<file path="src/rtl/i2c_tx_sequencer.sv">
module i2c_tx_sequencer #(
  parameter int HALF = 4
) (
  input  logic       clk,
  input  logic       rst_n,
  input  logic       reg_wr,
  input  logic [2:0] reg_addr,
  input  logic [7:0] reg_wdata,
  output logic [7:0] reg_rdata,
  output logic       scl_oe,
  output logic       sda_oe,
  input  logic       sda_i
);
  localparam int PW = (HALF > 1) ? $clog2(HALF) : 1;

  typedef enum logic [3:0] {
    IDLE, ST_A, ST_B, ST_C, B_LO, B_HI, A_LO, A_HI, WAITD, HOLD, SP_A, SP_B, SP_C
  } st_t;

  st_t st;
  logic [PW-1:0] ph;
  logic en_q, mst_q, tx_q, start_q, stop_q;
  logic [7:0] cnt_reg, txd, cnt, sh;
  logic [6:0] saddr;
  logic tx_full, hold_f, nack_f, is_addr;
  logic [2:0] bitn;

  wire adv     = (ph == PW'(HALF - 1));
  wire go      = en_q & mst_q & tx_q & start_q;
  wire wr_ctrl = reg_wr && reg_addr == 3'd0;
  wire wr_cnt  = reg_wr && reg_addr == 3'd1;
  wire wr_sa   = reg_wr && reg_addr == 3'd2;
  wire wr_tx   = reg_wr && reg_addr == 3'd3;
  wire wr_stat = reg_wr && reg_addr == 3'd4;
  wire last    = is_addr ? (cnt == 8'd0) : (cnt == 8'd1);
  wire untimed = (st == IDLE) || (st == HOLD) || (st == WAITD);

  always_ff @(posedge clk or negedge rst_n) begin
    if (!rst_n) begin
      st <= IDLE; ph <= '0;
      en_q <= 1'b0; mst_q <= 1'b0; tx_q <= 1'b0; start_q <= 1'b0; stop_q <= 1'b0;
      cnt_reg <= '0; txd <= '0; cnt <= '0; sh <= '0; saddr <= '0;
      tx_full <= 1'b0; hold_f <= 1'b0; nack_f <= 1'b0; is_addr <= 1'b0; bitn <= '0;
    end else if (wr_ctrl && !reg_wdata[0]) begin
      st <= IDLE; ph <= '0;
      en_q <= 1'b0; mst_q <= 1'b0; tx_q <= 1'b0; start_q <= 1'b0; stop_q <= 1'b0;
      cnt <= '0; tx_full <= 1'b0; hold_f <= 1'b0; nack_f <= 1'b0;
    end else begin
      if (wr_ctrl) begin
        en_q <= reg_wdata[0]; mst_q <= reg_wdata[1]; tx_q <= reg_wdata[2];
        start_q <= reg_wdata[3]; stop_q <= reg_wdata[4];
      end
      if (wr_cnt) cnt_reg <= reg_wdata;
      if (wr_sa)  saddr <= reg_wdata[6:0];
      if (wr_stat && reg_wdata[0]) hold_f <= 1'b0;
      if (wr_stat && reg_wdata[1]) nack_f <= 1'b0;
      ph <= (untimed || adv) ? '0 : ph + 1'b1;

      case (st)
        IDLE:  if (go) st <= ST_B;
        HOLD:  if (go) st <= ST_A;
               else if (stop_q && cnt == 8'd0) st <= SP_A;
        ST_A:  if (adv) st <= ST_B;
        ST_B:  if (adv) begin st <= ST_C; cnt <= cnt_reg; start_q <= 1'b0; end
        ST_C:  if (adv) begin
                 st <= B_LO; sh <= {saddr, 1'b0}; is_addr <= 1'b1; bitn <= '0;
               end
        B_LO:  if (adv) st <= B_HI;
        B_HI:  if (adv) begin
                 bitn <= bitn + 3'd1; sh <= {sh[6:0], 1'b0};
                 st <= (bitn == 3'd7) ? A_LO : B_LO;
               end
        A_LO:  if (adv) st <= A_HI;
        A_HI:  if (adv) begin
                 if (!is_addr) cnt <= cnt - 8'd1;
                 if (sda_i) begin nack_f <= 1'b1; st <= SP_A; end
                 else if (last) begin
                   if (stop_q) st <= SP_A;
                   else begin hold_f <= 1'b1; st <= HOLD; end
                 end else st <= WAITD;
               end
        WAITD: if (tx_full) begin
                 sh <= txd; tx_full <= 1'b0; is_addr <= 1'b0; bitn <= '0; st <= B_LO;
               end
        SP_A:  if (adv) st <= SP_B;
        SP_B:  if (adv) st <= SP_C;
        SP_C:  if (adv) begin st <= IDLE; stop_q <= 1'b0; end
        default: st <= IDLE;
      endcase

      if (wr_tx) begin txd <= reg_wdata; tx_full <= 1'b1; end
    end
  end

  assign scl_oe = (st == ST_A) || (st == B_LO) || (st == A_LO) || (st == WAITD) ||
                  (st == HOLD) || (st == SP_A);
  assign sda_oe = (((st == B_LO) || (st == B_HI)) && !sh[7]) || (st == ST_C) ||
                  (st == SP_A) || (st == SP_B);

  always_comb begin
    case (reg_addr)
      3'd0:    reg_rdata = {3'b000, stop_q, start_q, tx_q, mst_q, en_q};
      3'd1:    reg_rdata = cnt_reg;
      3'd2:    reg_rdata = {1'b0, saddr};
      3'd3:    reg_rdata = txd;
      3'd4:    reg_rdata = {4'b0000, st != IDLE, !tx_full, nack_f, hold_f};
      default: reg_rdata = 8'h00;
    endcase
  end
endmodule

</file>
<file path="config.mk">
export PLATFORM = sky130hd
export DESIGN_NAME = i2c_tx_sequencer
export DESIGN_NICKNAME = d
export VERILOG_FILES = /design/src/rtl/i2c_tx_sequencer.sv
export SDC_FILE = /design/constraint.sdc
export NUM_CORES = 1
export LEC_CHECK = 0
export ABC_AREA = 1
export BUFFER_PORTS_ARGS = -buffer_cell sky130_fd_sc_hd__clkbuf_2
export CORE_AREA = 4 4 65 111
export CTS_CLUSTER_SIZE = 20
export DETAILED_ROUTE_END_ITERATION = 16
export DIE_AREA = 0 0 69 115
export PLACE_DENSITY_LB_ADDON = 0.05
export SETUP_SLACK_MARGIN = 0.15
export SLEW_MARGIN = 20
export SYNTH_ARGS = -nofsm -noshare
export SYNTH_HDL_FRONTEND = slang
export SYNTH_SLANG_ARGS = --single-unit
</file>
<file path="constraint.sdc">
create_clock -name clk -period 1.7 [get_ports clk]
set_input_delay 0.17 -clock clk [delete_from_list [all_inputs] [get_ports clk]]
set_output_delay 0.17 -clock clk [all_outputs]
set_load 0.02 [all_outputs]
</file>
== After elaboration in Yosys (flattened, before gate mapping) ==
Index checks and enable logic that the tools add are counted.

* Register bits: 57
* Input bits: 15
* Output and inout bits: 10

* Add/sub/neg operators: 3
* Equal/unequal tests: 36
* Mux-type cells: 69
* Bitwise logic cells: 4
* Reductions and logical operators: 41

{| class="wikitable"
|+ Operator list
! cell !! count
|-
| 2-to-1 mux 4 bit || 17
|-
| 2-to-1 mux 8 bit || 7
|-
| one-hot mux 4 bit (13 select lines) || 1
|-
| one-hot mux 8 bit (5 select lines) || 1
|-
| inequality test 3 bit, second input constant || 12
|-
| 2-to-1 mux 1 bit || 32
|-
| one-hot mux 8 bit (3 select lines) || 1
|-
| equality test 4 bit, second input constant || 5
|-
| equality test 4 x 3 -> 1 bit, second input constant || 4
|-
| one-hot mux 8 bit (2 select lines) || 1
|-
| AND reduction 13 bit || 1
|-
| logical OR 1 bit || 12
|-
| logical AND 1 bit || 10
|-
| 2-to-1 mux 3 bit || 3
|-
| one-hot mux 3 bit (3 select lines) || 1
|-
| nonzero test 3 bit || 3
|-
| equality test 4 x 2 -> 1 bit, second input constant || 2
|-
| equality test 8 x 1 -> 1 bit, second input constant || 1
|-
| logical NOT 8 bit || 1
|-
| 2-to-1 mux 2 bit || 4
|-
| AND reduction 4 bit || 2
|-
| subtractor 8 x 1 -> 8 bit, second input constant || 1
|-
| equality test 3 x 2 -> 1 bit, second input constant || 2
|-
| equality test 3 bit, second input constant || 2
|-
| other kinds (18) || 27
|}

== Longest topological paths before layout ==
Gate-level depths: netlist (run 1).

* Depth in word-level cells: 10
* Gate-level depth with buffers: 12
* Gate-level depth less buffers: 10

== Worst setup path after synthesis (run 1) ==
OpenSTA, ideal clock, no wires.

* Path type: flip-flop to output port
* Start point: register st[3]
* End point: output sda_oe
* Arrival time: 1.521 ns
* Data required time: 1.530 ns
* Path slack: 0.009 ns
* Cell stages (with the launch flop): 5
* Path through: dfrtp_1 buf_4 inv_2 nand2_2 o311ai_0

* Word-level cells in the longest chain between the ends: 6

{| class="wikitable"
|+ Ends and longest elaborated chain
! element !! line !! RTL
|-
| start: declaration || 20 || <nowiki>st_t st;</nowiki>
|-
| start signal: assignment || 71 || <nowiki>st <= (bitn == 3'd7) ? A_LO : B_LO;</nowiki>
|-
| equality test 4 x 3 -> 1 bit || 97 || <nowiki>assign sda_oe = (((st == B_LO) || (st == B_HI)) && !sh[7]) || (st == ST_C) ||</nowiki>
|-
| logical OR 1 bit || 97 ||
|-
| logical AND 1 bit || 97 ||
|-
| logical OR 1 bit (2 in series) || 97 ||
|-
| logical OR 1 bit (*) || 98 || <nowiki>(st == SP_A) || (st == SP_B);</nowiki>
|-
| end: declaration || 11 || <nowiki>output logic sda_oe,</nowiki>
|}

Every way passes the cells marked *; elsewhere a longest branch is shown, timed or not.

== Worst setup path after layout (run 1) ==
* Start point: register st[1]
* End point: output scl_oe

* Word-level cells in the longest chain between the ends: 6

{| class="wikitable"
|+ Ends and longest elaborated chain
! element !! line !! RTL
|-
| equality test 4 x 1 -> 1 bit or equality test 4 x 3 -> 1 bit (tied branches) || 95 || <nowiki>assign scl_oe = (st == ST_A) || (st == B_LO) || (st == A_LO) || (st == WAITD) ||</nowiki>
|-
| logical OR 1 bit (4 in series) || 95 ||
|-
| logical OR 1 bit (*) || 96 || <nowiki>(st == HOLD) || (st == SP_A);</nowiki>
|-
| end: declaration || 10 || <nowiki>output logic scl_oe,</nowiki>
|}

Marks and branches as above.

==> results.json, run 1 <==
{
  "syn_area_per_cell_um2": 7.474,
  "first_iter_violations": 259,
  "io_buffer_count": 24,
  "placedCellCount": 558,
  "yosys.area.top_type": "dfrtp_1",
  "fp-row-count": 38,
  "cts_buffers": 9,
  "holdCritStartpoint": "reg_wdata[7]",
  "synthTopCellsByCount": "nand2_1, dfrtp_1, inv_1, o21ai_0, nor2_1",
  "tightest_slew_ns": 0.5158,
  "drc": 0,
  "wl_met2_um": 4874,
  "top_layer": "met4",
  "grt_pass1_vias": 3119,
  "r2r_slack_ns": 0.13,
  "viasPerCell": 5.378,
  "fillCellCount": 586,
  "timing.rr.end": "cnt[3]",
  "nets": 523,
  "critPathBufInv": 2,
  "synth.distinct_cells": 36,
  "io_pins": 25,
  "cts.sinks": 57,
  "fin_cells": 587,
  "yosys.area.top_type_share_pct": 42.13,
  "hpwl_um": 6578,
  "finalHoldViolations": 0,
  "die_x_um": 69,
  "diodes": 0,
  "power.density_nw_per_um2": 1556,
  "yosys_warnings": 0,
  "power_leakage_nw": 2.115,
  "fmax_mhz": 621.7,
  "grt_pass1_wl_um": 14730,
  "max-vdd-ir-drop_v": 0.0007477,
  "wirelength_um": 9121,
  "grt_overflow": 0,
  "crit_chain": "inv_2 > nand2_2 > o22ai_1 > buf_4",
  "setup_viol": 0,
  "async_flop_share_pct": 100.0,
  "rsz0062_at_grt": "yes",
  "synth_nets": 474,
  "start_kind": "flop",
  "vias": 3157,
  "hold_depth": 3,
  "path_depth": 4,
  "worst-path-max-fanout": 6,
  "period_needed_ns": 1.608,
  "area_delta_synth_final_pct": 21.10,
  "die_h_um": 115,
  "multiInputGateArea_um2": 1852,
  "track_usage_pct": 24.11,
  "rr_worst_depth": 10,
  "antenna_found_initial": 0,
  "routabilityCongestion": 0.9038,
  "worst_skew_pair.late_latency_ns": 0.35,
  "avgRoutedWirePerCell_um": 15.54,
  "core_um2": 6276,
  "start_util_pct": 53.95,
  "dr_wl_met3_um": 280,
  "maxCapViolations": 0,
  "drive_above_1_share_pct": 24.85,
  "whs_endpoint": "cnt_reg[7]",
  "dr.pass1.iters": 4,
  "hp-class": "in -> reg",
  "synthCells": 453,
  "critPathRequiredTime_ns": 1.53,
  "max_slew_margin_pct": 65.53,
  "finalCritPeriodShare_pct": 94.61,
  "cp.arrival_ns": 1.44,
  "cts_tree": "done",
  "clockBufferDepth": 2,
  "ff_latch_area_um2": 1431,
  "synth.most_common_cell": "nand2_1",
  "critPathMaxStageDelay_ns": 0.46,
  "die-area_um2": 7935,
  "routedLengthMet1_um": 3584,
  "cts_root_buffer": "clkbuf_8",
  "critical-path-top-delay-family": "flip-flops",
  "fin_util_pct": 65.33,
  "clock_skew_ns": 0.009571,
  "drtAntennaViolNets": 0,
  "synthFlopType": "dfrtp_1",
  "synthTopCellsByArea": "dfrtp_1, nand2_1, o21ai_0",
  "ys_ff_latch": 57,
  "outcome": "complete, no violations",
  "end_kind": "output port",
  "clk_pin_slew_ns": 0.07,
  "slew_viol_final": 0,
  "h-tree-depth": 3,
  "synth_edf_count": 0,
  "worstSetupPathType": "reg -> out",
  "ys_seq_area_share_pct": 42.13,
  "r2r_start": "st[2]",
  "synth.cell_area_um2": 3386,
  "grt_max_degree": 58,
  "cp_slowest_cell": "dfrtp_2",
  "fin_setup_tns_ns": 0,
  "largest_register_ffs": 16
}
## power breakdown
part | internal (W) | switching (W) | total (W)
clock | 0.000599 | 0.000572 | 0.00117
combinational | 0.00118 | 0.00189 | 0.00306
sequential | 0.00176 | 0.000382 | 0.00215
total | 0.00354 | 0.00284 | 0.00638
## worst reg2reg max path, cell delays in order, from the launching register on
cell     delay, ns
dfrtp_2       0.49
buf_6         0.16
inv_4         0.04
nor2_4        0.13
nand2_4       0.10
a21oi_4       0.20
nand2_4       0.11
nand2_4       0.09
inv_2         0.05
nand2_1       0.05
nand2_1       0.05
## cells by family after synthesis
| family | synth area share [%] |
|---|---|
| simple gates | 35.40 |
| compound gates | 11.97 |
| buf+inv | 7.501 |
| flops | 42.13 |
| fa+ha+maj | 2.217 |
| xor+xnor | 0.7762 |
## per-stage QoR
stage | area [um2] | power [W] | worst slack (ns) | hold WS [ns]
final | 4100 | 0.006380 | 0.09155 | 0.06874
after global routing | 4100 | 0.006881 | 0.008167 | 0.08467
after CTS | 3924 | 0.006034 | 0.01717 | 0.06072
after detailed placement | 3628 | 0.004679 | 0.08210 | 0.2001
after global placement | 3628 | 0.004651 | 0.1326 | 0.2023
after floorplan | 3386 | 0.004039 | 0.2568 | -0.1256
## final cells by class
type / count / area share, %
Clock buffer: 11 / 3.692
Clock inverter: 5 / 0.7324
Inverter: 50 / 4.821
Multi-Input combinational cell: 339 / 45.16
Sequential cell: 57 / 34.91
Tap cell: 80 / 2.441
Timing Repair Buffer: 45 / 8.239
## metal layers
metal	GRT usage, %	up-vias
li1	-	1566
met1	26.51	1485
met2	42.73	74
met3	4.374	32
met4	14.99	0
met5	0	-
## repair_timing
item | in CTS | in global routing
endpoints found under the hold margin | 57 | 0
setup buffers | 5 | 5
resized for setup | 21 | 36
hold buffers | 1 | 0
setup endpoints to repair | 24 | 28
gates cloned | 0 | 2
pin swaps | 0 | 18
## layout by cell type (no fill, tap or decap), types with 3 or more instances in the layout
| master | count |
|---|---|
| o21ai_1 | 7 |
| o22ai_1 | 3 |
| o211ai_1 | 4 |
| nor2_8 | 3 |
| dfrtp_1 | 53 |
| nand2_2 | 13 |
| dfrtp_2 | 4 |
| inv_2 | 9 |
| buf_4 | 17 |
| clkbuf_2 | 20 |
| nor2_2 | 4 |
| buf_6 | 4 |
| clkinv_2 | 3 |
| ha_1 | 5 |
| a21oi_1 | 6 |
| nor3_1 | 3 |
| inv_1 | 38 |
| nand4_1 | 8 |
| clkbuf_8 | 11 |
| o21ai_0 | 36 |
| nand2_4 | 9 |
| nor2_4 | 10 |
| nand3_1 | 21 |
| nor2_1 | 28 |
| nand2_1 | 155 |
## worst max path at each step
stage               start  endpoint  slack [ns]
finish              st[1]    scl_oe        0.09
global route        st[0]    sda_oe       0.008
CTS                 st[3]    sda_oe        0.02
detailed placement  st[2]     sh[7]        0.08
global placement    st[3]     st[1]        0.13
floorplan           st[3]    sda_oe        0.26
Note: power is estimated with default switching activity, not from simulation.
==> inputs of run 2 (changes only) <==
--- a/config.mk
+++ b/config.mk
@@ -10,2 +10,3 @@
 export CORE_AREA = 4 4 65 111
+export CTS_BUF_LIST = sky130_fd_sc_hd__clkbuf_8
 export CTS_CLUSTER_SIZE = 20
--- a/constraint.sdc
+++ b/constraint.sdc
@@ -3,2 +3,2 @@
 set_output_delay 0.17 -clock clk [all_outputs]
-set_load 0.02 [all_outputs]
+set_load 0.01 [all_outputs]
==> run 2 against run 1 <==
Die area stayed put. Non-clock buffer count up 10. Largest power group unchanged. Sequential share of layout area is 0.69 points lower. Highest routed layer unchanged. Total power is 0.89% higher. Core utilization up 1.3 points.
==> results.json, run 2 (synthesis results as in run 1) <==
{
  "fin_setup_tns_ns": 0,
  "fillCellCount": 570,
  "grt_pass1_wl_um": 15120,
  "layout_common_cells": "nand2_1, dfrtp_1, inv_1, o21ai_0, nor2_1",
  "multiInputGateArea_um2": 1897,
  "start_kind": "flop",
  "fp-row-count": 38,
  "vias": 3259,
  "dr.pass1.iters": 5,
  "crit_start": "st[3]",
  "wirelength_um": 9424,
  "ff_latch_area_um2": 1431,
  "clockBufferDepth": 2,
  "die_x_um": 69,
  "slew_viol_final": 0,
  "maxCapViolations": 0,
  "end_kind": "output port",
  "die-area_um2": 7935,
  "worst_skew_pair.late_latency_ns": 0.35,
  "outcome": "complete, no violations",
  "final_common_cell": "nand2_1",
  "hold-worst-slack_ns": 0.08183,
  "rr_worst_depth": 9,
  "holdCritStartpoint": "reg_wdata[7]",
  "track_usage_pct": 24.69,
  "start_util_pct": 53.95,
  "cts.sinks": 57,
  "area_delta_synth_final_pct": 23.54,
  "routedLengthMet1_um": 3578,
  "drtAntennaViolNets": 0,
  "timing.rr.end": "cnt[1]",
  "top_layer": "met4",
  "antenna_found_initial": 0,
  "grt_overflow": 0,
  "io_pins": 25,
  "cts_root_buffer": "clkbuf_8",
  "nets": 533,
  "drive_above_1_share_pct": 27.04,
  "fmax_mhz": 612.3,
  "io_buffer_count": 24,
  "core_um2": 6276,
  "power.density_nw_per_um2": 1539,
  "diodes": 0,
  "max_slew_margin_pct": 64.51,
  "hp-class": "in -> reg",
  "cp.arrival_ns": 1.46,
  "die_h_um": 115,
  "r2r_start": "st[2]",
  "period_needed_ns": 1.633,
  "routabilityCongestion": 0.9205,
  "fin_util_pct": 66.65,
  "viasPerCell": 5.487,
  "h-tree-depth": 3,
  "rsz0062_at_grt": "yes",
  "max-vdd-ir-drop_v": 0.0007044,
  "critPathRequiredTime_ns": 1.53,
  "dr_wl_met3_um": 359,
  "worst-path-max-fanout": 6,
  "endpoint": "sda_oe",
  "largest_register_ffs": 16,
  "clk_pin_slew_ns": 0.07,
  "cts_buffers": 9,
  "cts_tree": "done",
  "power_leakage_nw": 2.175,
  "grt_pass1_vias": 3163,
  "hold_depth": 3,
  "tightest_slew_ns": 0.5311,
  "grt_max_degree": 58,
  "avgRoutedWirePerCell_um": 15.87,
  "first_iter_violations": 237,
  "wl_met2_um": 5115,
  "clock_skew_ns": 0.009773,
  "worstSetupPathType": "reg -> out",
  "setup_viol": 0,
  "finalCritPeriodShare_pct": 96.08,
  "r2r_slack_ns": 0.10,
  "drc": 0,
  "hpwl_um": 6557,
  "finalHoldViolations": 0
}
## run 2: routing by layer
layer	global-route usage (%)	vias to the layer above
li1	-	1577
met3	4.637	32
met2	46.17	104
met4	12.91	0
met5	0	-
met1	25.96	1546
## run 2: how the worst min path moves through the flow
stage	to	slack (ns)
2_1_floorplan	bitn[0]	-0.13
3_3_place_gp	cnt[0]	0.20
3_5_place_dp	cnt[1]	0.21
4_1_cts	cnt_reg[7]	0.06
5_1_grt	cnt_reg[7]	0.10
6_report	txd[7]	0.08
## run 2: cell type report
cell class | instances | area share [%]
timing repair buffer | 55 | 9.782
clock inverter | 3 | 0.2991
multi-input combinational | 339 | 45.35
sequential | 57 | 34.22
tap | 80 | 2.393
inverter | 50 | 4.666
clock buffer | 10 | 3.290
## run 2: worst max-delay path, stage by stage (launching register included)
cell      delay, ns
dfrtp_2        0.48
nor2_4         0.21
nand2_2        0.15
o311ai_4       0.09
buf_2          0.18
## run 2: power breakdown
group          internal (W)  switching (W)
sequential          0.00177       0.000398
clock              0.000530       0.000511
combinational       0.00128        0.00195
total               0.00358        0.00286
## run 2: per-stage QoR
| stage | std cells | cell area, um2 | power, W | setup slack (ns) |
|---|---|---|---|---|
| detailed placement | 557 | 3621 | 0.004622 | 0.08788 |
| floorplan | 453 | 3386 | 0.003987 | 0.3052 |
| global route | 594 | 4183 | 0.006940 | 0.02396 |
| CTS | 581 | 3943 | 0.006002 | 0.08798 |
| finish | 594 | 4183 | 0.006437 | 0.06668 |
| global placement | 557 | 3621 | 0.004587 | 0.1235 |
## run 2: what timing repair did
action | CTS | global route
setup endpoints to repair | 25 | 27
buffers inserted | 9 | 12
pin swaps | 9 | 29
resized for setup | 20 | 46
hold endpoints to repair | 57 | 0
hold buffers | 1 | 0
cloned | 1 | 1
